==> config.mk <==
export PLATFORM = sky130hd
export DESIGN_NAME = mdio_frame_seq
export DESIGN_NICKNAME = d
export VERILOG_FILES = /design/src/rtl/mdio_seq_pkg.sv /design/src/rtl/mdio_half_timer.sv /design/src/rtl/mdio_slot_map.sv /design/src/rtl/mdio_rd_shift.sv /design/src/rtl/mdio_frame_seq.sv
export SDC_FILE = /design/constraint.sdc
export NUM_CORES = 1
export LEC_CHECK = 0
export BUFFER_PORTS_ARGS = -buffer_cell sky130_fd_sc_hd__buf_2
export CAP_MARGIN = 15
export CELL_PAD_IN_SITES_DETAIL_PLACEMENT = 1
export CELL_PAD_IN_SITES_GLOBAL_PLACEMENT = 1
export CORE_MARGIN = 5
export CORE_UTILIZATION = 38
export CTS_CLUSTER_DIAMETER = 50
export DETAILED_ROUTE_END_ITERATION = 8
export PLACE_DENSITY = 0.84
export SETUP_SLACK_MARGIN = 0.1
export SYNTH_ARGS = -nofsm -noshare
export SYNTH_HDL_FRONTEND = slang
export SYNTH_SLANG_ARGS = --single-unit
==> constraint.sdc <==
create_clock -name clk -period 2.33 [get_ports clk]
set_input_delay 0.3495 -clock clk [delete_from_list [all_inputs] [get_ports clk]]
set_output_delay 0.3495 -clock clk [all_outputs]
set_load 0.02 [all_outputs]
==> src/rtl/mdio_seq_pkg.sv <==
// Package: slot layout and shared types for the management frame sequencer.
// Assumes a fixed 32-slot opening run. Every later slot position is derived from it.
package mdio_seq_pkg;
    localparam int PRE_LEN       = 32;
    localparam int SLOT_ST0      = PRE_LEN;            // start code
    localparam int SLOT_OP0      = PRE_LEN + 2;        // opcode
    localparam int SLOT_HDR0     = PRE_LEN + 4;        // phy address then register
    localparam int SLOT_HDR_LAST = SLOT_HDR0 + 9;
    localparam int SLOT_TA0      = SLOT_HDR_LAST + 1;  // first released slot
    localparam int RD_CAP0       = SLOT_TA0 + 1;
    localparam int RD_CAP_LAST   = RD_CAP0 + 15;
    localparam int RD_LAST       = RD_CAP_LAST + 1;    // 63 -> 64 clocks
    localparam int WR_DAT0       = SLOT_TA0 + 2;
    localparam int WR_DAT_LAST   = WR_DAT0 + 15;
    localparam int WR_LAST       = WR_DAT_LAST + 1;    // 64 -> 65 clocks
    localparam int SLOT_W        = 7;

    typedef enum logic {
        OP_WRITE = 1'b0,
        OP_READ  = 1'b1
    } mdio_op_e;
endpackage

==> src/rtl/mdio_half_timer.sv <==
// Half-period timer: while run is high, counts system cycles and pulses
// half_end on the last cycle of each HALF_DIV-cycle half period.
// Assumes HALF_DIV >= 1. The counter is held at zero while run is low.
module mdio_half_timer #(
    parameter int HALF_DIV = 4
) (
    input  logic clk,
    input  logic rst_n,
    input  logic run,
    output logic half_end
);
    localparam int CW = (HALF_DIV > 1) ? $clog2(HALF_DIV) : 1;
    localparam logic [CW-1:0] CNT_LAST = CW'(HALF_DIV - 1);

    logic [CW-1:0] cnt;

    assign half_end = run && (cnt == CNT_LAST);

    // Counts cycles inside the current half period and wraps at its end.
    always_ff @(posedge clk) begin
        if (!rst_n || !run) begin
            cnt <= '0;
        end else if (cnt == CNT_LAST) begin
            cnt <= '0;
        end else begin
            cnt <= cnt + 1'b1;
        end
    end

    a_r7_cnt_bound: assert property (@(posedge clk) disable iff (!rst_n)
        run |-> (int'(cnt) < HALF_DIV));
    a_r7_idle_zero: assert property (@(posedge clk) disable iff (!rst_n)
        !$past(run) |-> (cnt == '0));
endmodule

==> src/rtl/mdio_slot_map.sv <==
// Slot decoder: maps the slot index and the latched request to the pad value,
// the pad enable and a flag for read-capture slots. Purely combinational.
// Assumes slot never exceeds the last slot of the current frame type.
module mdio_slot_map
    import mdio_seq_pkg::*;
(
    input  logic [SLOT_W-1:0] slot,
    input  mdio_op_e          op,
    input  logic [4:0]        phy_addr,
    input  logic [4:0]        reg_addr,
    input  logic [15:0]       wr_data,
    output logic              bit_o,
    output logic              bit_oe,
    output logic              cap
);
    logic [9:0] hdr;
    logic [3:0] hdr_idx;
    logic [3:0] dat_idx;
    int         s;

    assign hdr     = {phy_addr, reg_addr};
    assign s       = int'(slot);
    assign hdr_idx = 4'(SLOT_HDR_LAST - s);
    assign dat_idx = 4'(WR_DAT_LAST - s);

    // Chooses the drive value and enable of the current slot.
    always_comb begin
        bit_o  = 1'b0;
        bit_oe = 1'b0;
        cap    = 1'b0;
        if (s < SLOT_ST0) begin
            bit_oe = 1'b1;
            bit_o  = 1'b1;
        end else if (s == SLOT_ST0) begin
            bit_oe = 1'b1;
        end else if (s == SLOT_ST0 + 1) begin
            bit_oe = 1'b1;
            bit_o  = 1'b1;
        end else if (s == SLOT_OP0) begin
            bit_oe = 1'b1;
            bit_o  = (op == OP_READ);
        end else if (s == SLOT_OP0 + 1) begin
            bit_oe = 1'b1;
            bit_o  = (op == OP_WRITE);
        end else if (s <= SLOT_HDR_LAST) begin
            bit_oe = 1'b1;
            bit_o  = hdr[hdr_idx];
        end else if (op == OP_READ) begin
            cap = (s >= RD_CAP0) && (s <= RD_CAP_LAST);
        end else if ((s >= WR_DAT0) && (s <= WR_DAT_LAST)) begin
            bit_oe = 1'b1;
            bit_o  = wr_data[dat_idx];
        end
    end
endmodule

==> src/rtl/mdio_rd_shift.sv <==
// Read-capture shifter: shifts the pad input in, MSB first, on each shift_en.
// Assumes the controller asserts shift_en exactly 16 times per read frame.
module mdio_rd_shift #(
    parameter int DW = 16
) (
    input  logic          clk,
    input  logic          rst_n,
    input  logic          shift_en,
    input  logic          din,
    output logic [DW-1:0] q
);
    // Shifts one sampled bit into the low end.
    always_ff @(posedge clk) begin
        if (!rst_n) begin
            q <= '0;
        end else if (shift_en) begin
            q <= {q[DW-2:0], din};
        end
    end
endmodule

==> src/rtl/mdio_frame_seq.sv <==
// Management frame sequencer top: accepts a request while idle, walks the
// slot counter through two halves per slot, and finishes with a done pulse.
// Assumes start is ignored while a frame is in progress and mdio_i is
// synchronous to clk.
module mdio_frame_seq
    import mdio_seq_pkg::*;
#(
    parameter int HALF_DIV = 4
) (
    input  logic        clk,
    input  logic        rst_n,
    input  logic        start,
    input  logic        rd_not_wr,
    input  logic [4:0]  phy_addr,
    input  logic [4:0]  reg_addr,
    input  logic [15:0] wr_data,
    input  logic        mdio_i,
    output logic        mdc,
    output logic        mdio_o,
    output logic        mdio_oe,
    output logic [15:0] rd_data,
    output logic        done
);
    localparam logic [SLOT_W-1:0] LAST_RD = SLOT_W'(RD_LAST);
    localparam logic [SLOT_W-1:0] LAST_WR = SLOT_W'(WR_LAST);

    logic              busy;
    logic [SLOT_W-1:0] slot;
    mdio_op_e          op_q;
    logic [4:0]        pa_q;
    logic [4:0]        ra_q;
    logic [15:0]       wd_q;
    logic              half_end;
    logic              map_o;
    logic              map_oe;
    logic              map_cap;
    logic              shift_en;
    logic [15:0]       shift_q;
    logic [SLOT_W-1:0] last_slot;

    assign last_slot = (op_q == OP_READ) ? LAST_RD : LAST_WR;
    assign shift_en  = half_end && mdc && map_cap;
    assign mdio_o    = busy && map_o;
    assign mdio_oe   = busy && map_oe;

    mdio_half_timer #(.HALF_DIV(HALF_DIV)) u_timer (
        .clk      (clk),
        .rst_n    (rst_n),
        .run      (busy),
        .half_end (half_end)
    );

    mdio_slot_map u_map (
        .slot     (slot),
        .op       (op_q),
        .phy_addr (pa_q),
        .reg_addr (ra_q),
        .wr_data  (wd_q),
        .bit_o    (map_o),
        .bit_oe   (map_oe),
        .cap      (map_cap)
    );

    mdio_rd_shift #(.DW(16)) u_shift (
        .clk      (clk),
        .rst_n    (rst_n),
        .shift_en (shift_en),
        .din      (mdio_i),
        .q        (shift_q)
    );

    // Frame control: accept, half toggling, slot advance and completion.
    always_ff @(posedge clk) begin
        if (!rst_n) begin
            busy    <= 1'b0;
            slot    <= '0;
            mdc     <= 1'b0;
            done    <= 1'b0;
            rd_data <= '0;
            op_q    <= OP_WRITE;
            pa_q    <= '0;
            ra_q    <= '0;
            wd_q    <= '0;
        end else begin
            done <= 1'b0;
            if (!busy) begin
                if (start) begin
                    busy <= 1'b1;
                    slot <= '0;
                    mdc  <= 1'b0;
                    op_q <= rd_not_wr ? OP_READ : OP_WRITE;
                    pa_q <= phy_addr;
                    ra_q <= reg_addr;
                    wd_q <= wr_data;
                end
            end else if (half_end) begin
                if (!mdc) begin
                    mdc <= 1'b1;
                end else begin
                    mdc <= 1'b0;
                    if (slot == last_slot) begin
                        busy <= 1'b0;
                        slot <= '0;
                        done <= 1'b1;
                        if (op_q == OP_READ) begin
                            rd_data <= shift_q;
                        end
                    end else begin
                        slot <= slot + 1'b1;
                    end
                end
            end
        end
    end

    a_r8_idle_quiet: assert property (@(posedge clk) disable iff (!rst_n)
        !busy |-> (!mdc && !mdio_o && !mdio_oe));
    a_r6_o_low_half: assert property (@(posedge clk) disable iff (!rst_n)
        !$stable(mdio_o) |-> !mdc);
    a_r6_oe_low_half: assert property (@(posedge clk) disable iff (!rst_n)
        !$stable(mdio_oe) |-> !mdc);
    a_r10_done_pulse: assert property (@(posedge clk) disable iff (!rst_n)
        done |=> !done);
    a_r10_rd_hold: assert property (@(posedge clk) disable iff (!rst_n)
        !$stable(rd_data) |-> done);
    a_r4_slot_bound: assert property (@(posedge clk) disable iff (!rst_n)
        busy |-> (slot <= last_slot));
    a_r9_fields_hold: assert property (@(posedge clk) disable iff (!rst_n)
        $past(busy) && busy |-> ($stable(pa_q) && $stable(ra_q) && $stable(wd_q)));
endmodule

# Word level (Yosys, flattened, before mapping)
# Index checks and enable logic that the tools add are counted.
dict set report totals {
  input_bits 31
  word_cells 94
  ff_bits 71
  out_inout_bits 20
}
dict set report classes {
  mux 44
  n_lt_le_gt_ge 8
  n_reduce_logical 17
  n_eq_ne 8
  addsub 4
  bitwise 2
}
# cell n
set op_table {}
lappend op_table {{$mux 7} 6}
lappend op_table {{$mux 1} 36}
lappend op_table {{$eq 7x7->1 const B} 4}
lappend op_table {{$le 7x6->1 const B} 3}
lappend op_table {{$ge 7x6->1 const B} 2}
lappend op_table {{$lt 4x5->1 const B} 2}
lappend op_table {{$bmux 1 s4} 2}
lappend op_table {{$sub 4x4->4 const A} 2}
lappend op_table {{$add 7x1->7 const B} 1}
lappend op_table {{$eq 7x7->1} 1}
lappend op_table {{$logic_and 1x1->1} 7}
lappend op_table {{$lt 7x6->1 const B} 1}
lappend op_table {{$reduce_and 5->1} 1}
lappend op_table {{$reduce_and 2->1} 2}
lappend op_table {{$reduce_and 4->1} 1}
lappend op_table {{$reduce_and 3->1} 1}
lappend op_table {{$add 2x1->2 const B} 1}
lappend op_table {{$eq 2x2->1 const B} 1}
lappend op_table {{$logic_not 1->1} 2}
lappend op_table {{$ne 2x1->1 const B} 1}
lappend op_table {{$ne 2x2->1 const B} 1}
lappend op_table {{$not 1->1} 2}
lappend op_table {{$reduce_bool 2->1} 1}
lappend op_table {{$reduce_or 2->1} 1}
lappend op_table {{$logic_or 1x1->1} 1}

# Longest topological paths before layout
dict set report depth {
  word_depth 12
  depth_mapped 9
}

# Modules after synthesis
# Synthesis repeated with hierarchy kept, for this count alone.
dict set report hier_totals {
  hier_cells 374
  hier_area_um2 3352.0
}
# mod n_inst area_each_um2 cells_per_inst seq_area_each_um2
set by_module_without_submodules {}
lappend by_module_without_submodules {mdio_frame_seq 1 2172.1 261 1061.0}
lappend by_module_without_submodules {mdio_rd_shift 1 615.6 51 320.3}
lappend by_module_without_submodules {mdio_slot_map 1 480.5 56 0.0}
lappend by_module_without_submodules {mdio_half_timer 1 83.8 6 40.0}

# Worst setup path before layout
# No wires, ideal clock.
dict set report synth_timing {
  path_type {register -> output}
  from {register slot[1]}
  to {output port mdio_oe}
  path_stages_with_launch 8
  n_path_buf 1
  arrival_time_ns 1.993
  required_time_ns 1.980
  path_slack_ns -0.012
  cell_sequence {dfxtp_1 > buf_2 > inv_1 > ha_1 > a21oi_2 > o31a_1 > or2b_1 > a21boi_0}
}
dict set report synth_via {
  elab_chain_len 11
}
# item line
set synth_lines {}
lappend synth_lines {{start: declaration} mdio_frame_seq.sv:28} ;# logic [SLOT_W-1:0] slot;
lappend synth_lines {{start signal: assignment} mdio_frame_seq.sv:109} ;# slot <= slot + 1'b1;
lappend synth_lines {{$ge 7x6->1 or $le 7x6->1 (tied branches)} mdio_slot_map.sv:50} ;# end else if ((s >= WR_DAT0) && (s <= WR_DAT_LAST)) begin
lappend synth_lines {{$logic_and 1x1->1} mdio_slot_map.sv:50}
lappend synth_lines {{$mux 1} mdio_slot_map.sv:50}
lappend synth_lines {{$mux 1} mdio_slot_map.sv:48} ;# end else if (op == OP_READ) begin
lappend synth_lines {{$mux 1} mdio_slot_map.sv:45} ;# end else if (s <= SLOT_HDR_LAST) begin
lappend synth_lines {{$mux 1} mdio_slot_map.sv:42} ;# end else if (s == SLOT_OP0 + 1) begin
lappend synth_lines {{$mux 1} mdio_slot_map.sv:39} ;# end else if (s == SLOT_OP0) begin
lappend synth_lines {{$mux 1} mdio_slot_map.sv:36} ;# end else if (s == SLOT_ST0 + 1) begin
lappend synth_lines {{$mux 1} mdio_slot_map.sv:34} ;# end else if (s == SLOT_ST0) begin
lappend synth_lines {{$mux 1 (*)} mdio_slot_map.sv:31} ;# if (s < SLOT_ST0) begin
lappend synth_lines {{$logic_and 1x1->1 (*)} mdio_frame_seq.sv:44} ;# assign mdio_oe = busy && map_oe;
lappend synth_lines {{end: declaration} mdio_frame_seq.sv:20} ;# output logic mdio_oe,
# Mark *: on every way between the ends. The rest lies on a longest branch, timed or not.

# Final worst setup path
dict set report layout_timing {
  from {register slot[0]}
  to {output port mdio_o}
}
dict set report layout_via {
  elab_chain_len 12
}
# item line
set layout_lines {}
lappend layout_lines {{$sub 4x4->4} mdio_slot_map.sv:24} ;# assign dat_idx = 4'(WR_DAT_LAST - s);
lappend layout_lines {{$bmux 1 s4} mdio_slot_map.sv:52} ;# bit_o = wr_data[dat_idx];
lappend layout_lines {{$mux 1 (not written as such)} mdio_slot_map.sv:52}
lappend layout_lines {{$mux 1} mdio_slot_map.sv:50}
lappend layout_lines {{$mux 1} mdio_slot_map.sv:48}
lappend layout_lines {{$mux 1} mdio_slot_map.sv:45}
lappend layout_lines {{$mux 1} mdio_slot_map.sv:42}
lappend layout_lines {{$mux 1} mdio_slot_map.sv:39}
lappend layout_lines {{$mux 1} mdio_slot_map.sv:36}
lappend layout_lines {{$mux 1} mdio_slot_map.sv:34}
lappend layout_lines {{$mux 1 (*)} mdio_slot_map.sv:31}
lappend layout_lines {{$logic_and 1x1->1 (*)} mdio_frame_seq.sv:43} ;# assign mdio_o = busy && map_o;
lappend layout_lines {{end: declaration} mdio_frame_seq.sv:19} ;# output logic mdio_o,
# Mark *: on every way between the ends. The rest lies on a longest branch, timed or not. The select of a mux whose other input is x is not followed.

==> run summary <==
critical-path maximum fanout = 8
async set-or-reset flop fraction in the synthesized netlist = 0
grt ovf = 0
upper clock frequency limit = 436 MHz
instance count after placement with tap cells included = 502
Clock Latency Late Sink = 340 ps
number of ports placed on the die boundary = 51
classification of the worst setup path = flip-flop to primary output
P per Cell Area = 633 nW/µm²
number of buffers inserted by port buffering = 50
initial antenna violation count = 0
library cell used as clock root buffer = sky130_fd_sc_hd__clkbuf_8
least setup slack across all paths after layout = 37.2 ps
Die X-Extent = 101 µm
effective utilization at floorplan = 0.386
number of fill cells in the layout = 964
data arrival time of the critical path = 1940 ps
area of the placeable core = 8130 µm²
Routed Antenna Nets = 0
setup total negative slack = 0 ps
number of nets in the layout = 455
number of buffers on the longest clock path = 2
total clock sinks = 71
via count of the first global-routing pass = 2823
count of warnings emitted by yosys = 0
Area after DPL = 3510 µm²
final design utilization = 0.476
Iteration-0 DRC Markers = 125
Final Hold Viols = 0
final critical-path required period = 2290 ps
Initial DRT Pass Iterations = 4
count of unique library cells instantiated by Yosys = 50
deepest level of the CTS H-tree = 3
Most used DFF post-synth = sky130_fd_sc_hd__dfxtp_1
number of failing setup endpoints in the final timing report = 0
worst max-slew margin expressed relative to the limit = 0.676
status = finished, final reports clean
number of enable-type register cells in the synthesized netlist = 0
net count of the mapped netlist = 402
final instance area = 3870 µm²
pin count of the biggest net entering global routing = 48
fraction of layout cells with a size suffix above 1 = 0.252
max-cap violations = 0
global-route wire length before repair = 13700 µm
Non-Filler Instances = 525
setup repair after global routing missed its margin = true
DP Wirelength = 5540 µm
worst-margin pin slew = 486 ps
startpoint kind of the worst setup timing path = flip-flop
clock-pin slew reported for the worst setup and hold paths after clock tree synthesis = 90 ps
clock tree skew after final layout = 10.5 ps
Power Total = 2.45 mW
synthesized netlist cell count = 362
Die Ht = 101 µm
Slew Viols, Final = 0
worst min-delay path class = primary input to flip-flop
vias per inst = 5.18
Num CTS Buffers = 9
Worst Hold Slack = 235 ps
sequential element share of the synthesized area = 0.453
clock tree from TritonCTS = yes
combined global-route utilization of all metal layers = 0.173
total via count in the routed design = 2722
placer's final routability congestion estimate = 0.827
average instance area after synthesis = 8.67 µm²
detailed-route wire length per cell = 15.9 µm
CP Data Required Time = 1980 ps
synthesized cell area = 3140 µm²
DRT Wirelength = 8350 µm
Place WS = 140 ps
synthesis-stage register bit count = 71
period utilisation layout = 0.984
DRC Markers = 0
quantity of hold-fixing buffers added after cts = 0
Max VDD drop = 328 µV
area enclosed by the die boundary = 10200 µm²
Std-Cell Rows = 33
endpoint type of the worst setup path = primary output
number of antenna diodes = 0
leakage power = 1.49 nW
signed area change from the synthesized netlist to the final layout = 23.5%
[synthesized netlist by cell type (all sizes together) (2+ instances only)]
master,instances,area share
inv,4,0.0048
clkbuf,15,0.018
ha,9,0.036
nor2b,3,0.0060
nor3,8,0.016
nor2,25,0.030
mux2i,20,0.064
dfxtp,71,0.45
nand2,78,0.093
nor3b,2,0.0048
o21a,2,0.0048
buf,11,0.024
a21oi,34,0.055
nand4,3,0.0060
o21ai,20,0.032
xor2,2,0.0056
and2,3,0.0060
mux4,5,0.039
nand3,22,0.035
xnor2,3,0.0084
[cells by family (layout without fill, tap and decap cells)]
family	count (synthesis)	count (layout)	synth area share
buf+inv	30	88	0.0463
compound gates	69	69	0.126
fa+ha+maj	9	9	0.0359
xor+xnor	5	5	0.0140
simple gates	152	152	0.218
flops	71	71	0.453
mux	26	26	0.107
[metal layers]
layer	share of wire	wire length, µm	vias to the layer above	GRT usage
li1	-	-	1351	-
met1	0.44	3660	1314	0.208
met2	0.52	4340	48	0.303
met3	0.024	201	9	0.0360
met4	0.018	149	0	0.0611
met5	0	0	-	0
[power breakdown]
group / switching (mW) / total, mW / internal, mW
registers: 0.0176 / 1.26 / 1.24
clock network: 0.524 / 1.04 / 0.520
logic: 0.0898 / 0.150 / 0.0603
[flip-flops by register name, indices dropped and copies added, names as in the netlist]
register / count
op_q: 1
wd_q: 16
ra_q: 5
done: 1
u_timer.cnt: 2
mdc: 1
slot: 7
rd_data: 16
pa_q: 5
busy: 1
u_shift.q: 16
[final cells by class]
class	count	area [µm²]	share of cell area
inverters	4	15.0	0.00388
repair buffers	68	435	0.112
multi-input cells	261	1650	0.426
clock buffers	9	124	0.0320
clock inverters	7	87.6	0.0226
well taps	105	131	0.0339
flip-flops and latches	71	1430	0.369
[final timing paths]
| path | depth (start not counted) | endpoint | start | slack (ps) |
|---|---|---|---|---|
| setup / recovery | 8 | mdio_o | slot[0]$_SDFFE_PN0P_ | 40 |
| hold / removal | 3 | ra_q[2]$_SDFFE_PN0P_ | reg_addr[2] | 230 |
| setup reg to reg | 10 | u_shift.q[10]$_SDFFE_PN0P_ | slot[1]$_SDFFE_PN0P_ | 190 |
| hold reg to reg | 1 | u_timer.cnt[0]$_SDFF_PP0_ | u_timer.cnt[0]$_SDFF_PP0_ | 450 |
[worst max-delay path, cell delays in order (launching register included)]
cell                      delay, ps
sky130_fd_sc_hd__dfxtp_4        420
sky130_fd_sc_hd__inv_1          140
sky130_fd_sc_hd__ha_1           240
sky130_fd_sc_hd__a211o_1        270
sky130_fd_sc_hd__nand3_1        100
sky130_fd_sc_hd__nand3_1         80
sky130_fd_sc_hd__a21o_1         170
sky130_fd_sc_hd__nand3_2         70
sky130_fd_sc_hd__buf_6          110
[cell usage in the layout (no fill, tap or decap), drive strengths merged, types with 2 or more instances in the layout]
master	Yosys	layout
buf	11	68
nand2	78	78
ha	9	9
dfxtp	71	71
clkbuf	15	9
inv	4	8
mux4	5	5
nor2b	3	3
mux2i	20	20
nor3	8	8
a21oi	34	34
o21ai	20	20
nor3b	2	2
o21a	2	2
xor2	2	2
nor2	25	25
nand4	3	3
and2	3	3
clkinvlp	0	2
nand3	22	22
xnor2	3	3
[repair_timing]
action                                 4_1_cts  5_1_grt
endpoints found under the hold margin        0        0
resized for setup                           20        5
buffers inserted                             6        1
pin swaps                                    7        1
setup endpoints to repair                    2       18
Note: power is estimated with default switching activity, not from simulation.
